`src/rtl/ppm_pkg.sv`:
```
package ppm_pkg;
  typedef enum logic [1:0] {
    PS_ACTIVE = 2'd0,
    PS_SWDOWN = 2'd1,
    PS_SLEEP  = 2'd2,
    PS_WAKE   = 2'd3
  } pwr_state_t;
endpackage

```
`src/rtl/ppm_sync_chain.sv`:
```
// Multi-stage synchroniser, used both for the reset release and for the
// asynchronous line-energy indication.
module ppm_sync_chain #(
  parameter int STAGES = 2
) (
  input  logic clk,
  input  logic rst_n,
  input  logic d,
  output logic q
);
  logic [STAGES-1:0] chain;

  generate
    if (STAGES < 2) begin : g_bad
      initial $error("ppm_sync_chain needs at least two stages");
    end
  endgenerate

  always_ff @(posedge clk or negedge rst_n) begin
    if (!rst_n) chain <= '0;
    else        chain <= {chain[STAGES-2:0], d};
  end

  assign q = chain[STAGES-1];
endmodule

```
`src/rtl/ppm_rst_timer.sv`:
```
// Counts the cycles spent in the reset window; done marks its last cycle.
module ppm_rst_timer #(
  parameter int RST_LEN = 4
) (
  input  logic clk,
  input  logic rst_n,
  input  logic run,
  output logic done
);
  localparam int            CW   = $clog2(RST_LEN + 1);
  localparam logic [CW-1:0] LAST = CW'(RST_LEN - 1);

  logic [CW-1:0] cnt, cnt_nxt;

  always_comb begin
    if (!run)              cnt_nxt = '0;
    else if (cnt == LAST)  cnt_nxt = cnt;
    else                   cnt_nxt = cnt + 1'b1;
  end

  always_ff @(posedge clk or negedge rst_n) begin
    if (!rst_n) cnt <= '0;
    else        cnt <= cnt_nxt;
  end

  assign done = run && (cnt == LAST);
endmodule

```
`src/rtl/ppm_irq_flag.sv`:
```
// Sticky interrupt source flag: set has priority over clear.
module ppm_irq_flag (
  input  logic clk,
  input  logic rst_n,
  input  logic set,
  input  logic clr,
  output logic flag
);
  logic en;
  assign en = set | clr;

  always_ff @(posedge clk or negedge rst_n) begin
    if (!rst_n)  flag <= 1'b0;
    else if (en) flag <= set;
  end
endmodule

```
`src/rtl/ppm_fsm.sv`:
```
// Power-state sequencer. Software power-down overrides every other cause.
module ppm_fsm
  import ppm_pkg::*;
(
  input  logic clk,
  input  logic rst_n,
  input  logic sw_pdown,
  input  logic ed_enable,
  input  logic energy,
  input  logic win_done,
  output logic win_run,
  output logic wake_evt,
  output logic pwr_en,
  output logic tx_off,
  output logic rst_req
);
  pwr_state_t state, state_nxt;

  always_comb begin
    state_nxt = state;
    wake_evt  = 1'b0;
    if (sw_pdown) begin
      state_nxt = PS_SWDOWN;
    end else begin
      unique case (state)
        PS_ACTIVE: if (ed_enable && !energy) state_nxt = PS_SLEEP;
        PS_SWDOWN: state_nxt = PS_WAKE;
        PS_SLEEP: begin
          if (!ed_enable) begin
            state_nxt = PS_WAKE;
          end else if (energy) begin
            state_nxt = PS_WAKE;
            wake_evt  = 1'b1;
          end
        end
        PS_WAKE:   if (win_done) state_nxt = PS_ACTIVE;
        default:   state_nxt = PS_ACTIVE;
      endcase
    end
  end

  always_ff @(posedge clk or negedge rst_n) begin
    if (!rst_n) state <= PS_ACTIVE;
    else        state <= state_nxt;
  end

  assign win_run = (state == PS_WAKE);
  assign pwr_en  = (state == PS_ACTIVE) || (state == PS_WAKE);
  assign tx_off  = (state != PS_ACTIVE);
  assign rst_req = (state == PS_WAKE);
endmodule

```
`src/rtl/port_power_mgr.sv`:
```
module port_power_mgr #(
  parameter int SYNC_STAGES = 2,
  parameter int RST_LEN     = 4
) (
  input  logic clk,
  input  logic rst_n,
  input  logic sw_pdown,
  input  logic ed_enable,
  input  logic line_energy,
  input  logic irq_clr,
  output logic dp_power_en,
  output logic tx_inhibit,
  output logic energy_status,
  output logic wake_irq,
  output logic phy_reset_req
);
  logic rst_n_core;
  logic energy_s;
  logic win_run, win_done, wake_evt;

  ppm_sync_chain #(.STAGES(SYNC_STAGES)) i_rst_sync (
    .clk(clk), .rst_n(rst_n), .d(1'b1), .q(rst_n_core)
  );

  ppm_sync_chain #(.STAGES(SYNC_STAGES)) i_energy_sync (
    .clk(clk), .rst_n(rst_n_core), .d(line_energy), .q(energy_s)
  );

  ppm_rst_timer #(.RST_LEN(RST_LEN)) i_timer (
    .clk(clk), .rst_n(rst_n_core), .run(win_run), .done(win_done)
  );

  ppm_fsm i_fsm (
    .clk(clk), .rst_n(rst_n_core),
    .sw_pdown(sw_pdown), .ed_enable(ed_enable), .energy(energy_s),
    .win_done(win_done), .win_run(win_run), .wake_evt(wake_evt),
    .pwr_en(dp_power_en), .tx_off(tx_inhibit), .rst_req(phy_reset_req)
  );

  ppm_irq_flag i_irq (
    .clk(clk), .rst_n(rst_n_core), .set(wake_evt), .clr(irq_clr), .flag(wake_irq)
  );

  assign energy_status = energy_s;
endmodule

```
`config.mk`:
```
export PLATFORM = sky130hd
export DESIGN_NAME = port_power_mgr
export DESIGN_NICKNAME = d
export VERILOG_FILES = /design/src/rtl/ppm_pkg.sv /design/src/rtl/ppm_sync_chain.sv /design/src/rtl/ppm_rst_timer.sv /design/src/rtl/ppm_irq_flag.sv /design/src/rtl/ppm_fsm.sv /design/src/rtl/port_power_mgr.sv
export SDC_FILE = /design/constraint.sdc
export NUM_CORES = 1
export LEC_CHECK = 0
export BUFFER_PORTS_ARGS = -buffer_cell sky130_fd_sc_hd__buf_2
export CORE_MARGIN = 5
export CORE_UTILIZATION = 25
export CTS_CLUSTER_DIAMETER = 80
export DETAILED_ROUTE_END_ITERATION = 7
export PLACE_DENSITY_LB_ADDON = 0.08
export SYNTH_ARGS = -nofsm -noshare
export SYNTH_HDL_FRONTEND = slang
export SYNTH_SLANG_ARGS = --single-unit
```
`constraint.sdc`:
```
create_clock -name clk -period 1.54 [get_ports clk]
set_input_delay 0.077 -clock clk [delete_from_list [all_inputs] [get_ports clk]]
set_output_delay 0.077 -clock clk [all_outputs]
set_load 0.005 [all_outputs]
```
# After elaboration in Yosys (flattened, before gate mapping)
# Index checks and enable logic that the tools add are counted.
totals:
  ff_bits: 10
  elab_cells: 34
  output_inout_bits: 5
classes:
  reduce_logical: 7
  bitwise: 1
  n_eq_ne: 8
  muxes: 12
  add_sub_neg: 1
ops:
  columns: ["operator", "count"]
  rows:
  - ["two-way mux 2 bit", 5]
  - ["case mux 2 bit (4 select lines)", 1]
  - ["two-way mux 3 bit", 2]
  - ["!= test 3 x 2 -> 1 bit, second input constant", 2]
  - ["equality test 2 bit, second input constant", 2]
  - ["two-way mux 1 bit", 4]
  - ["!= test 4 bit, second input constant", 1]
  - ["adder 3 x 1 -> 3 bit, second input constant", 1]
  - ["equality test 3 x 2 -> 1 bit, second input constant", 1]
  - ["AND reduction 3 bit", 1]
  - ["equality test 2 x 1 -> 1 bit, second input constant", 1]
  - ["logical AND 1 bit", 2]
  - ["zero test 2 bit", 1]
  - ["!= test 2 bit, second input constant", 1]
  - ["nonzero test 2 bit", 1]
  - ["zero test 1 bit", 1]
  - ["logical OR 1 bit", 1]
  - ["bitwise OR 1 bit", 1]

# Logic depth before layout (Yosys ltp)
# Gate-level depths: netlist of the first run.
depth:
  word_depth: 5
  mapped_depth: 6
  depth_no_buf: 6

# By module
# A second synthesis of the first run with hierarchy kept.
hier_totals:
  hier_cells: 44
  area_unflattened_um2: 515.5
by_module_without_submodules:
  columns: ["mod", "instances", "area_each_um2", "seq_area_each_um2", "cells_per_inst"]
  rows:
  - ["ppm_fsm", 1, 211.5, 50.0, 22]
  - ["ppm_rst_timer", 1, 163.9, 75.1, 14]
  - ["ppm_sync_chain", 2, 50.0, 50.0, 2]
  - ["ppm_irq_flag", 1, 36.3, 25.0, 3]
  - ["port_power_mgr", 1, 3.8, 0.0, 1]

# Least setup slack after synthesis of the first run
# Ideal clock, no wire load.
synth_timing:
  path_type: "reg-to-reg"
  startpoint: "register i_timer.cnt[0]"
  endpoint: "register i_fsm.state[0]"
  synth_period_minus_slack_ns: 1.373
  stages_incl_launch_ff: 7
  slack_ns: 0.167
  setup_ns: 0.087
  arrival_ns: 1.287
  n_path_buf: 0
  path_cell_list: "dfrtp_1 -> ha_1 -> ha_1 -> nor2b_2 -> a21oi_4 -> nor4b_2 -> a211oi_2"
synth_via:
  elab_chain_cells: 4
synth_lines:
  columns: ["item", "line", "text"]
  rows:
  - ["start, declared", "ppm_rst_timer.sv:13", "logic [CW-1:0] cnt, cnt_nxt;"]
  - ["start signal, assigned", "ppm_rst_timer.sv:23", "else cnt <= cnt_nxt;"]
  - ["equality test 3 x 2 -> 1 bit", "ppm_rst_timer.sv:26", "assign done = run && (cnt == LAST);"]
  - ["logical AND 1 bit", "ppm_rst_timer.sv:26", null]
  - ["!= test 3 x 2 -> 1 bit (no source line)", null, null]
  - ["AND reduction 3 bit (no source line)", null, null]
  - ["end signal, assigned", "ppm_fsm.sv:44", "else state <= state_nxt;"]
  - ["end, declared", "ppm_fsm.sv:17", "pwr_state_t state, state_nxt;"]
# Every way passes these cells.
# A chain may end at the register's enable or synchronous reset.

# Worst setup path after layout of the first run
layout_timing:
  startpoint: "register i_fsm.state[1]"
  endpoint: "register i_fsm.state[0]"
layout_via:
  elab_chain_cells: 4
layout_lines:
  columns: ["item", "line"]
  rows:
  - ["equality test 2 bit", "ppm_fsm.sv:25, ppm_fsm.sv:47"]
  - ["logical AND 1 bit", "ppm_rst_timer.sv:26"]
  - ["!= test 3 x 2 -> 1 bit (no source line)", null]
  - ["AND reduction 3 bit (no source line)", null]
# Parallel ways exist; a longest one is shown, timed or not.

==> flow_summary.rst, run 1 <==
.. list-table::
   :header-rows: 1

   * - Metric
     - Value
   * - Total CTS buffers
     - 3
   * - Via count normalized by instance count
     - 4.15
   * - Area growth from synthesis to final layout
     - 30.7%
   * - Critical path endpoint category
     - register
   * - Data required time of the worst path
     - 1.68 ns
   * - Post-route setup TNS
     - 0 ns
   * - Final setup skew
     - 0.00255 ns
   * - First-pass GRT wire length
     - 1.71 mm
   * - Total power density per cell area
     - 1300 nW/um^2
   * - Type of the tightest min-delay check
     - primary input to register
   * - Number of port buffers
     - 10
   * - Max cap viols
     - 0
   * - Netlist area before placement
     - 513 um^2
   * - Reg clk slew, reported paths
     - 0.07 ns
   * - Die ar.
     - 3060 um^2
   * - DRC marker count from the first detailed-route iteration
     - 5
   * - Clock network latency to the later pin of the worst-skew pair
     - 0.26 ns
   * - Max rail drop VDD
     - 0.471 mV
   * - Yosys cell types
     - 19
   * - DRC violations left
     - 0
   * - Static leakage power
     - 0.316 nW
   * - Main area contributors after synthesis
     - sky130_fd_sc_hd__dfrtp_1, sky130_fd_sc_hd__ha_1, sky130_fd_sc_hd__inv_1
   * - Pre-antenna DRT Iters
     - 4
   * - Warnings from Yosys
     - 0
   * - Cell at the root of the clock tree
     - sky130_fd_sc_hd__clkbuf_4
   * - Vias after detailed routing
     - 365
   * - Synthesized area per cell
     - 11.9 um^2
   * - Sequential area share after synthesis
     - 48.8%
   * - Mapped Nets
     - 55
   * - Register-to-register path setup slack
     - 0.11 ns
   * - PnR Total Power
     - 0.000870 W
   * - Global router's overall resource usage
     - 7.22%
   * - Library cell occupying the most area in the post-synthesis netlist
     - sky130_fd_sc_hd__dfrtp_1
   * - Width of the die
     - 55.3 um
   * - Run status
     - complete, no violations
   * - Largest net degree at the start of global routing
     - 9
   * - Wire length per cell after detailed routing
     - 10.2 um
   * - Number of antenna-violating nets in the routed design
     - 0
   * - Final-layout worst hold slack
     - 0.108 ns
   * - Top fanout value on the critical path
     - 5
   * - Clock sinks
     - 10
   * - Category of the critical setup timing path
     - register to register
   * - Number of synthesized register bits
     - 10
   * - Core outline area
     - 1960 um^2
   * - Total congestion overflow after global routing
     - 0
   * - Max-slew violation total from the final report
     - 0
   * - Fill cell count
     - 220
   * - Number of H-tree branching levels
     - 1
   * - Number of rows created at floorplan
     - 16
   * - Number of nets in the finished design
     - 74
   * - Synthesized instance count
     - 43
   * - RSZ-0062 raised after global routing
     - false
   * - Final clock period utilization by the worst path
     - 93.2%
   * - Critical path startpoint category
     - register
   * - Clock tree from TritonCTS
     - done
   * - Fin crit period
     - 1.43 ns
   * - Final wirelength
     - 899 um
   * - Via count of the first global-routing pass
     - 399
   * - Setup Viol. Count Final
     - 0
   * - Largest buffer count on any clock path
     - 2
   * - Ratio of cells with drive above 1 in the final layout
     - 32.8%
   * - Starting density of the core
     - 26.1%
   * - Number of antenna repair diodes
     - 0
   * - FMAX
     - 697 MHz
   * - Arrival time worst endpoint
     - 1.57 ns
   * - Number of antenna violations at the first check in global routing
     - 0
   * - I/O pin total
     - 11
   * - Top-area cell type share of the netlist area
     - 48.8%
   * - CTS resizes
     - 0
   * - Vertical extent of the die
     - 55.3 um
   * - Global placer's final weighted congestion
     - 0.658
   * - Post-detailed-placement half-perimeter wirelength
     - 709 um
   * - Hold violation total from the final report
     - 0
power by group:
part / leakage [nW] / switching, W / internal [W] / total (W)
Sequential: 0.124 / 0.0000449 / 0.000305 / 0.000350
Clock: 0.0210 / 0.0000876 / 0.000143 / 0.000231
Combinational: 0.171 / 0.000137 / 0.000152 / 0.000289
cells in the mapped netlist:
cell type                  count
sky130_fd_sc_hd__inv_1         6
sky130_fd_sc_hd__o311ai_1      1
sky130_fd_sc_hd__and4bb_4      1
sky130_fd_sc_hd__a21oi_4       1
sky130_fd_sc_hd__conb_1        1
sky130_fd_sc_hd__nor2b_1       1
sky130_fd_sc_hd__dfrtp_1      10
sky130_fd_sc_hd__a211oi_2      1
sky130_fd_sc_hd__xnor2_1       1
sky130_fd_sc_hd__nor3_1        2
sky130_fd_sc_hd__o21ai_0       2
sky130_fd_sc_hd__mux2i_1       1
sky130_fd_sc_hd__and2_1        2
sky130_fd_sc_hd__nor4b_2       1
sky130_fd_sc_hd__nand2b_1      1
sky130_fd_sc_hd__ha_1          6
sky130_fd_sc_hd__nand2_1       3
sky130_fd_sc_hd__nor2b_2       1
sky130_fd_sc_hd__nand4b_1      1
worst max-delay path: stages (launching register included):
cell	delay [ns]
sky130_fd_sc_hd__dfrtp_1	0.44
sky130_fd_sc_hd__ha_1	0.26
sky130_fd_sc_hd__nor2b_2	0.18
sky130_fd_sc_hd__a21oi_4	0.13
sky130_fd_sc_hd__nor4b_2	0.24
sky130_fd_sc_hd__a211oi_2	0.06
stage by stage:
stage / worst slack [ns] / instances / util [%] / instance area, um^2
2_1_floorplan: 0.167 / 43 / - / 513
3_3_place_gp: 0.0712 / 81 / 30.8 / 604
3_5_place_dp: 0.108 / 81 / 30.8 / 604
4_1_cts: 0.0983 / 88 / 34.2 / 671
5_1_grt: 0.0184 / 88 / 34.2 / 671
6_report: 0.105 / 88 / 34.2 / 671
logic make-up (layout without fill, tap and decap cells):
kind of cell	after synthesis	in the layout	share of synthesized area [%]
AND/OR/NAND/NOR	13	13	18.5
adder cells (fa/ha/maj)	6	6	14.6
flip-flops	10	10	48.8
other	1	1	0.731
buffers and inverters	6	24	4.39
AO/OA/AOI/OAI	5	5	9.27
multiplexers	1	1	1.95
XOR/XNOR	1	1	1.71
registers in the layout (all words and copies together) (netlist names):
signal,count
i_rst_sync.chain,2
i_energy_sync.chain,2
i_fsm.state,2
i_irq.flag,1
i_timer.cnt,3
cell type report:
cell class | instances | area [um^2] | share of cell area (%)
timing repair buffer | 14 | 87.6 | 13.1
sequential | 10 | 250 | 37.3
clock buffer | 4 | 36.3 | 5.41
multi-input combinational | 27 | 240 | 35.8
inverter | 6 | 22.5 | 3.36
tap | 27 | 33.8 | 5.04
layout by cell type, fill, tap and decap left out:
cell type                       netlist  layout
sky130_fd_sc_hd__buf_4                0       1
sky130_fd_sc_hd__nand4b_1             1       1
sky130_fd_sc_hd__ha_1                 6       6
sky130_fd_sc_hd__o21ai_0              2       2
sky130_fd_sc_hd__xnor2_1              1       1
sky130_fd_sc_hd__nor2b_2              1       1
sky130_fd_sc_hd__dlygate4sd3_1        0       3
sky130_fd_sc_hd__nand2_1              3       3
sky130_fd_sc_hd__dfrtp_1             10      10
sky130_fd_sc_hd__o311ai_1             1       1
sky130_fd_sc_hd__clkbuf_4             0       3
sky130_fd_sc_hd__inv_1                6       6
sky130_fd_sc_hd__nor2b_1              1       1
sky130_fd_sc_hd__nand2b_1             1       1
sky130_fd_sc_hd__and2_1               2       2
sky130_fd_sc_hd__and4bb_4             1       1
sky130_fd_sc_hd__a211oi_2             1       1
sky130_fd_sc_hd__nor3_1               2       2
sky130_fd_sc_hd__buf_2                0      10
sky130_fd_sc_hd__mux2i_1              1       1
sky130_fd_sc_hd__a21oi_4              1       1
sky130_fd_sc_hd__conb_1               1       1
sky130_fd_sc_hd__nor4b_2              1       1
sky130_fd_sc_hd__clkbuf_8             0       1
metal layers:
layer  part of all wire, %  global-route usage (%)  wire [um]  up-vias
met5                     0                       0          0        -
met1                    50                    9.29        451      177
li1                      -                       -          -      179
met3                   6.0                    4.43         54        0
met2                    44                    9.46        393        9
met4                     0                    3.13          0        0
final timing paths:
path                                                     from  cells after the start                               end
worst max-delay path               i_fsm.state[1]$_DFFE_PN0P_                      5        i_fsm.state[0]$_DFFE_PN0P_
worst min-delay path                                ed_enable                      3            i_irq.flag$_DFFE_PN0P_
worst max register to register     i_fsm.state[1]$_DFFE_PN0P_                      5        i_fsm.state[0]$_DFFE_PN0P_
worst min register to register  i_rst_sync.chain[1]$_DFF_PN0_                      0  i_energy_sync.chain[0]$_DFF_PN0_
max in group asynchronous       i_rst_sync.chain[1]$_DFF_PN0_                      0        i_timer.cnt[2]$_DFFE_PN0P_
min in group asynchronous                               rst_n                      2     i_rst_sync.chain[1]$_DFF_PN0_
what timing repair did:
item	in CTS	in global routing
hold endpoints to repair	4	0
setup buffers	0	0
hold buffers	3	0
Note: power is estimated with default switching activity, not from simulation.
==> inputs of run 2 (changes only) <==
- clock period: 1.54 -> 1.3 ns (I/O delays scaled with it)
==> flow_summary.rst, run 2 (synthesis gave the netlist of run 1 again) <==
.. list-table::
   :header-rows: 1

   * - Metric
     - Value
   * - Run status
     - finished with violations
   * - Violations in the final reports
     - negative setup slack
   * - Final clock period utilization by the worst path
     - 100% (+7.2 points)
   * - Static leakage power
     - 0.374 nW (+19%)
   * - Critical path startpoint category
     - register
   * - Total power density per cell area
     - 1540 nW/um^2 (+19%)
   * - Clock tree from TritonCTS
     - done
   * - Critical path endpoint category
     - register
   * - Die ar.
     - 3060 um^2 (unchanged)
   * - Max cap viols
     - 0 (unchanged)
   * - Number of H-tree branching levels
     - 1 (unchanged)
   * - DRC marker count from the first detailed-route iteration
     - 1 (-4)
   * - PnR Total Power
     - 0.00129 W (+48%)
   * - Largest net degree at the start of global routing
     - 9 (unchanged)
   * - Slowest stage cell, crit path
     - sky130_fd_sc_hd__dfrtp_2
   * - Hold violation total from the final report
     - 0 (unchanged)
   * - Global placer's final weighted congestion
     - 0.715 (+8.6%)
   * - RSZ-0062 raised after global routing
     - true
   * - Area growth from synthesis to final layout
     - 62.7%
   * - Max-slew violation total from the final report
     - 0 (unchanged)
   * - Utilization after layout
     - 42.5% (+8.4 points)
   * - DRC violations left
     - 0 (unchanged)
   * - Final wirelength
     - 990 um (+10%)
   * - Commonest non-fill, non-tap cells in the layout
     - sky130_fd_sc_hd__buf_4, sky130_fd_sc_hd__buf_2, sky130_fd_sc_hd__dfrtp_1
   * - Reg clk slew, reported paths
     - 0.06 ns (about the same)
   * - Number of port buffers
     - 10 (unchanged)
   * - Commonest non-fill, non-tap cell in the layout
     - sky130_fd_sc_hd__buf_4
   * - Starting density of the core
     - 26.1% (unchanged)
   * - Core outline area
     - 1960 um^2 (unchanged)
   * - Cell at the root of the clock tree
     - sky130_fd_sc_hd__clkbuf_4
   * - Wire length per cell after detailed routing
     - 10.0 um (-2.1%)
   * - Total congestion overflow after global routing
     - 0 (unchanged)
   * - Largest buffer count on any clock path
     - 2 (unchanged)
   * - Largest register by flop count
     - i_timer.cnt
   * - Number of antenna-violating nets in the routed design
     - 0 (unchanged)
   * - Pre-antenna DRT Iters
     - 3 (-1)
   * - Type of the tightest min-delay check
     - primary input to register
   * - Clock sinks
     - 10 (unchanged)
   * - Top fanout value on the critical path
     - 3 (-2)
   * - Path length in cells of the critical path
     - 6 (+1)
   * - Final setup skew
     - 0.00526 ns (+0.00272 ns)
   * - Most repeated library cell on the critical path
     - sky130_fd_sc_hd__buf_4
   * - Vertical extent of the die
     - 55.3 um (unchanged)
   * - Setup Slack @ Placement
     - -0.0507 ns (-0.159 ns)
   * - Fin crit period
     - 1.30 ns (-0.130 ns)
   * - Via count of the first global-routing pass
     - 433 (+8.5%)
   * - Width of the die
     - 55.3 um (unchanged)
   * - Number of antenna violations at the first check in global routing
     - 0 (unchanged)
   * - Cell total after placement
     - 89 (+9.9%)
   * - Final cell count without fillers
     - 99 (+13%)
   * - Cell depth of the worst min-delay path
     - 3 (unchanged)
   * - Number of rows created at floorplan
     - 16 (unchanged)
   * - Category of the critical setup timing path
     - register to register
   * - Via count normalized by instance count
     - 3.89 (-6.2%)
   * - Total CTS buffers
     - 3 (unchanged)
   * - Data required time of the worst path
     - 1.45 ns (-0.23 ns)
   * - Worst Setup Slack, final
     - -0.00441 ns (-0.110 ns)
   * - Ratio of cells with drive above 1 in the final layout
     - 56.9% (+24 points)
   * - Largest delay share family, worst path
     - flip-flops
   * - Worst r2r path cells
     - 6 (+1)
   * - Setup Viol. Count Final
     - 2 (+2)
   * - Max rail drop VDD
     - 0.810 mV (+72%)
   * - Max FFs per register
     - 3 (unchanged)
   * - I/O pin total
     - 11 (unchanged)
   * - Post-detailed-placement half-perimeter wirelength
     - 726 um (+2.3%)
   * - Chain of cells forming the critical path
     - buf_4 > buf_4 > ha_1 > nor3_2 > nand2_1 > o311ai_1
   * - FMAX
     - 767 MHz (+10%)
   * - Arrival time worst endpoint
     - 1.45 ns (-0.12 ns)
   * - Clock network latency to the later pin of the worst-skew pair
     - 0.26 ns (about the same)
   * - Number of nets in the finished design
     - 85 (+15%)
   * - Number of antenna repair diodes
     - 0 (unchanged)
   * - Worst Path Buf+Inv
     - 2 (+2)
   * - Vias after detailed routing
     - 385 (+5.5%)
   * - First-pass GRT wire length
     - 1.73 mm (+1.2%)
   * - Global router's overall resource usage
     - 7.03% (-0.18 points)
   * - Delay of the slowest critical-path stage
     - 0.45 ns (about the same)
-- run 2: changes by cell type in the layout (fill, tap and decap cells not counted), moves of 2 or more --
cell	change
sky130_fd_sc_hd__buf_4	+11
sky130_fd_sc_hd__ha_1	-5
sky130_fd_sc_hd__ha_4	+4
sky130_fd_sc_hd__dfrtp_1	-2
sky130_fd_sc_hd__dfrtp_2	+2
sky130_fd_sc_hd__nor3_1	-2
sky130_fd_sc_hd__nor3_2	+2
-- run 2: timing repair --
item / 4_1_cts / 5_1_grt
gates cloned: 0 / 0
setup buffers: 2 / 1
pin swaps: 0 / 2
hold buffers: 3 / 0
hold endpoints to repair: 4 / 0
endpoints found under the setup margin: 5 / 6
resized for setup: 4 / 9
-- run 2: cell type report --
type                            instances  area, um^2
Clock buffer                            4        36.3
Fill cell                             212        1130
Inverter                                6        25.0
Multi-Input combinational cell         27         317
Sequential cell                        10         253
Tap cell                               27        33.8
Timing Repair Buffer                   25         170
-- run 2: stage by stage --
stage	hold slack [ns]	cell area (um^2)	TNS, ns
3_3_place_gp	-0.148	682	-0.0637
3_5_place_dp	-0.146	682	-0.0545
5_1_grt	0.117	835	-0.279
4_1_cts	0.107	779	-0.0397
6_report	0.115	835	-0.00474
2_1_floorplan	-0.231	531	0
-- run 2: per-layer routing --
layer / vias to the layer above / wire, um / GRT usage [%]
li1: 201 / - / -
met1: 175 / 476 / 9.04
met2: 9 / 469 / 10.1
met3: 0 / 45 / 3.73
met4: 0 / 0 / 2.08
met5: - / 0 / 0
-- run 2: power breakdown --
part / switching, W / internal, W / total (W)
clock: 0.0000966 / 0.000170 / 0.000266
sequential: 0.0000640 / 0.000366 / 0.000430
combinational: 0.000232 / 0.000360 / 0.000592
total: 0.000392 / 0.000896 / 0.00129
-- run 2: path summary, 6_finish.rpt --
check	from	endpoint	slack, ns
setup / recovery	i_fsm.state[0]$_DFFE_PN0P_	i_fsm.state[1]$_DFFE_PN0P_	-0.004
hold / removal	ed_enable	i_irq.flag$_DFFE_PN0P_	0.11
setup reg to reg	i_fsm.state[0]$_DFFE_PN0P_	i_fsm.state[1]$_DFFE_PN0P_	-0.004
hold reg to reg	i_rst_sync.chain[1]$_DFF_PN0_	i_timer.cnt[2]$_DFFE_PN0P_	0.11
max in group asynchronous	i_rst_sync.chain[1]$_DFF_PN0_	i_fsm.state[0]$_DFFE_PN0P_	0.93
min in group asynchronous	i_rst_sync.chain[1]$_DFF_PN0_	i_timer.cnt[2]$_DFFE_PN0P_	0.12
-- run 2: worst reg2reg max path: stages, from the launching register on --
cell and delay (ns):
sky130_fd_sc_hd__dfrtp_2 0.45, sky130_fd_sc_hd__buf_4 0.15, sky130_fd_sc_hd__buf_4 0.13, sky130_fd_sc_hd__ha_1 0.20
sky130_fd_sc_hd__nor3_2 0.12, sky130_fd_sc_hd__nand2_1 0.07, sky130_fd_sc_hd__o311ai_1 0.09
==> inputs of run 3 (changes only) <==
- CORE_UTILIZATION: 25 -> 26
==> flow_summary.rst, run 3 (synthesis gave the netlist of run 1 again) <==
.. list-table::
   :header-rows: 1

   * - Metric
     - Value
   * - Reg clk slew, reported paths
     - 0.07 ns (about the same)
   * - Wire length per cell after detailed routing
     - 9.97 um (-0.31%)
   * - Setup Viol. Count Final
     - 1 (-1)
   * - Clock network latency to the later pin of the worst-skew pair
     - 0.26 ns (about the same)
   * - Number of rows created at floorplan
     - 16 (unchanged)
   * - Max cap viols
     - 0 (unchanged)
   * - Vertical extent of the die
     - 54.4 um (-1.6%)
   * - Total CTS buffers
     - 3 (unchanged)
   * - Final-layout worst hold slack
     - 0.0976 ns (-0.0173 ns)
   * - Data required time of the worst path
     - 1.45 ns (about the same)
   * - Clock sinks
     - 10 (unchanged)
   * - Commonest non-fill, non-tap cell in the layout
     - sky130_fd_sc_hd__buf_2
   * - Setup Fix Bufs, Post-CTS
     - 0 (-2)
   * - Final wirelength
     - 957 um (-3.3%)
   * - Type of the tightest min-delay check
     - primary input to register
   * - Vias after detailed routing
     - 387 (+0.52%)
   * - Clock tree from TritonCTS
     - done
   * - Arrival time worst endpoint
     - 1.47 ns (+0.02 ns)
   * - Cell total after placement
     - 89 (unchanged)
   * - Final clock period utilization by the worst path
     - 102% (+1.5 points)
   * - Cell at the root of the clock tree
     - sky130_fd_sc_hd__clkbuf_4
   * - Number of antenna-violating nets in the routed design
     - 0 (unchanged)
   * - Top fanout value on the critical path
     - 4 (+1)
   * - Max FFs per register
     - 3 (unchanged)
   * - Violations in the final reports
     - negative setup slack
   * - Total congestion overflow after global routing
     - 0 (unchanged)
   * - I/O pin total
     - 11 (unchanged)
   * - FMAX
     - 756 MHz (-1.4%)
   * - Largest buffer count on any clock path
     - 2 (unchanged)
   * - Core outline area
     - 1920 um^2 (-2.0%)
   * - DRC marker count from the first detailed-route iteration
     - 5 (+4)
   * - Largest register by flop count
     - i_timer.cnt
   * - Width of the die
     - 54.4 um (-1.6%)
   * - Category of the critical setup timing path
     - register to register
   * - Largest net degree at the start of global routing
     - 9 (unchanged)
   * - Post-detailed-placement half-perimeter wirelength
     - 718 um (-1.1%)
   * - Global-route layer with the greatest usage
     - met2
   * - Total power density per cell area
     - 1570 nW/um^2 (+1.9%)
   * - Hold violation total from the final report
     - 0 (unchanged)
   * - Via count of the first global-routing pass
     - 415 (-4.2%)
   * - Worst Setup Slack, final
     - -0.0233 ns (-0.0189 ns)
   * - Met1 routing resource usage after global routing
     - 10.2% (+1.2 points)
   * - First-pass GRT wire length
     - 1.67 mm (-3.6%)
   * - Static leakage power
     - 0.359 nW (-4.1%)
   * - Run status
     - finished with violations
   * - Number of H-tree branching levels
     - 1 (unchanged)
   * - Max rail drop VDD
     - 0.794 mV (-1.9%)
   * - Global placer's final weighted congestion
     - 0.721 (+0.92%)
   * - Global-route met3 utilization
     - 3.27% (-0.46 points)
   * - Number of nets in the finished design
     - 82 (-3.5%)
   * - Area growth from synthesis to final layout
     - 54.9%
   * - Number of port buffers
     - 10 (unchanged)
   * - DRC violations left
     - 0 (unchanged)
   * - Number of antenna repair diodes
     - 0 (unchanged)
   * - Global router's overall resource usage
     - 8.28% (+1.2 points)
   * - Commonest non-fill, non-tap cells in the layout
     - sky130_fd_sc_hd__buf_2, sky130_fd_sc_hd__dfrtp_1, sky130_fd_sc_hd__buf_4
   * - RSZ-0062 raised after global routing
     - true
   * - Critical path startpoint category
     - register
   * - Pre-antenna DRT Iters
     - 4 (+1)
   * - Utilization after layout
     - 41.3% (-1.2 points)
   * - Ratio of cells with drive above 1 in the final layout
     - 50.7% (-6.2 points)
   * - Final cell count without fillers
     - 96 (-3.0%)
   * - Max-slew violation total from the final report
     - 0 (unchanged)
   * - Critical path endpoint category
     - register
   * - PnR Total Power
     - 0.00125 W (-3.0%)
   * - Met2 usage in global routing
     - 11.4% (+1.2 points)
   * - Number of antenna violations at the first check in global routing
     - 0 (unchanged)
   * - Die ar.
     - 2960 um^2 (-3.2%)
   * - Fin crit period
     - 1.32 ns (+0.0189 ns)
   * - Final setup skew
     - 0.00659 ns (+0.00133 ns)
   * - Register-to-register path setup slack
     - -0.02 ns (-0.02 ns)
   * - Starting density of the core
     - 26.7% (+0.54 points)
   * - Via count normalized by instance count
     - 4.03 (+3.7%)
-- run 3: cell types whose count changed in the layout (fill, tap and decap cells not counted), sizes merged --
cell | previous run | this run
buf | 22 | 19
-- run 3: what timing repair did --
action | CTS | global route
gates cloned | 0 | 0
setup endpoints to repair | 5 | 7
gates resized for setup | 5 | 5
pin swaps | 0 | 2
hold buffers | 3 | 0
endpoints found under the hold margin | 4 | 0
-- run 3: routing by layer --
| layer | routed length, um | vias to the layer above | share of wire (%) |
|---|---|---|---|
| li1 | - | 195 | - |
| met1 | 461 | 183 | 48 |
| met2 | 455 | 7 | 48 |
| met3 | 34 | 2 | 3.6 |
| met5 | 0 | - | 0 |
| met4 | 6 | 0 | 0.63 |
-- run 3: worst max-delay path, cell delays in order (launching register included) --
cell                       delay (ns)
sky130_fd_sc_hd__dfrtp_2         0.45
sky130_fd_sc_hd__ha_1            0.21
sky130_fd_sc_hd__nor2b_4         0.13
sky130_fd_sc_hd__a21oi_4         0.14
sky130_fd_sc_hd__nor4b_4         0.23
sky130_fd_sc_hd__a211oi_2        0.05
-- run 3: layout make-up --
type                    instances  area, um^2
clock buffers                   4        36.3
fillers                       214        1130
inverters                       6        22.5
multi-input cells              27         299
flip-flops and latches         10         251
well taps                      27        33.8
repair buffers                 22         151
-- run 3: path summary, 6_finish.rpt --
check,start,cells after the start,endpoint
min reg2reg,i_rst_sync.chain[1]$_DFF_PN0_,0,i_timer.cnt[2]$_DFFE_PN0P_
min,ed_enable,3,i_irq.flag$_DFFE_PN0P_
min in group asynchronous,rst_n,2,i_rst_sync.chain[0]$_DFF_PN0_
max,i_fsm.state[1]$_DFFE_PN0P_,5,i_fsm.state[0]$_DFFE_PN0P_
max in group asynchronous,i_rst_sync.chain[1]$_DFF_PN0_,0,i_fsm.state[1]$_DFFE_PN0P_
max reg2reg,i_fsm.state[1]$_DFFE_PN0P_,5,i_fsm.state[0]$_DFFE_PN0P_
-- run 3: per-stage QoR --
stage / TNS (ns) / worst slack [ns] / cell area [um^2]
2_1_floorplan: 0 / 0.000766 / 531
3_3_place_gp: -0.0475 / -0.0333 / 682
3_5_place_dp: -0.0231 / -0.0191 / 682
4_1_cts: -0.0477 / -0.0247 / 766
5_1_grt: -0.308 / -0.0892 / 795
6_report: -0.0233 / -0.0233 / 795
-- run 3: power by group --
part | total [W] | switching (W) | internal (W)
clock network | 0.000274 | 0.000104 | 0.000170
registers | 0.000415 | 0.0000501 | 0.000364
logic | 0.000561 | 0.000225 | 0.000336
total | 0.00125 | 0.000379 | 0.000870
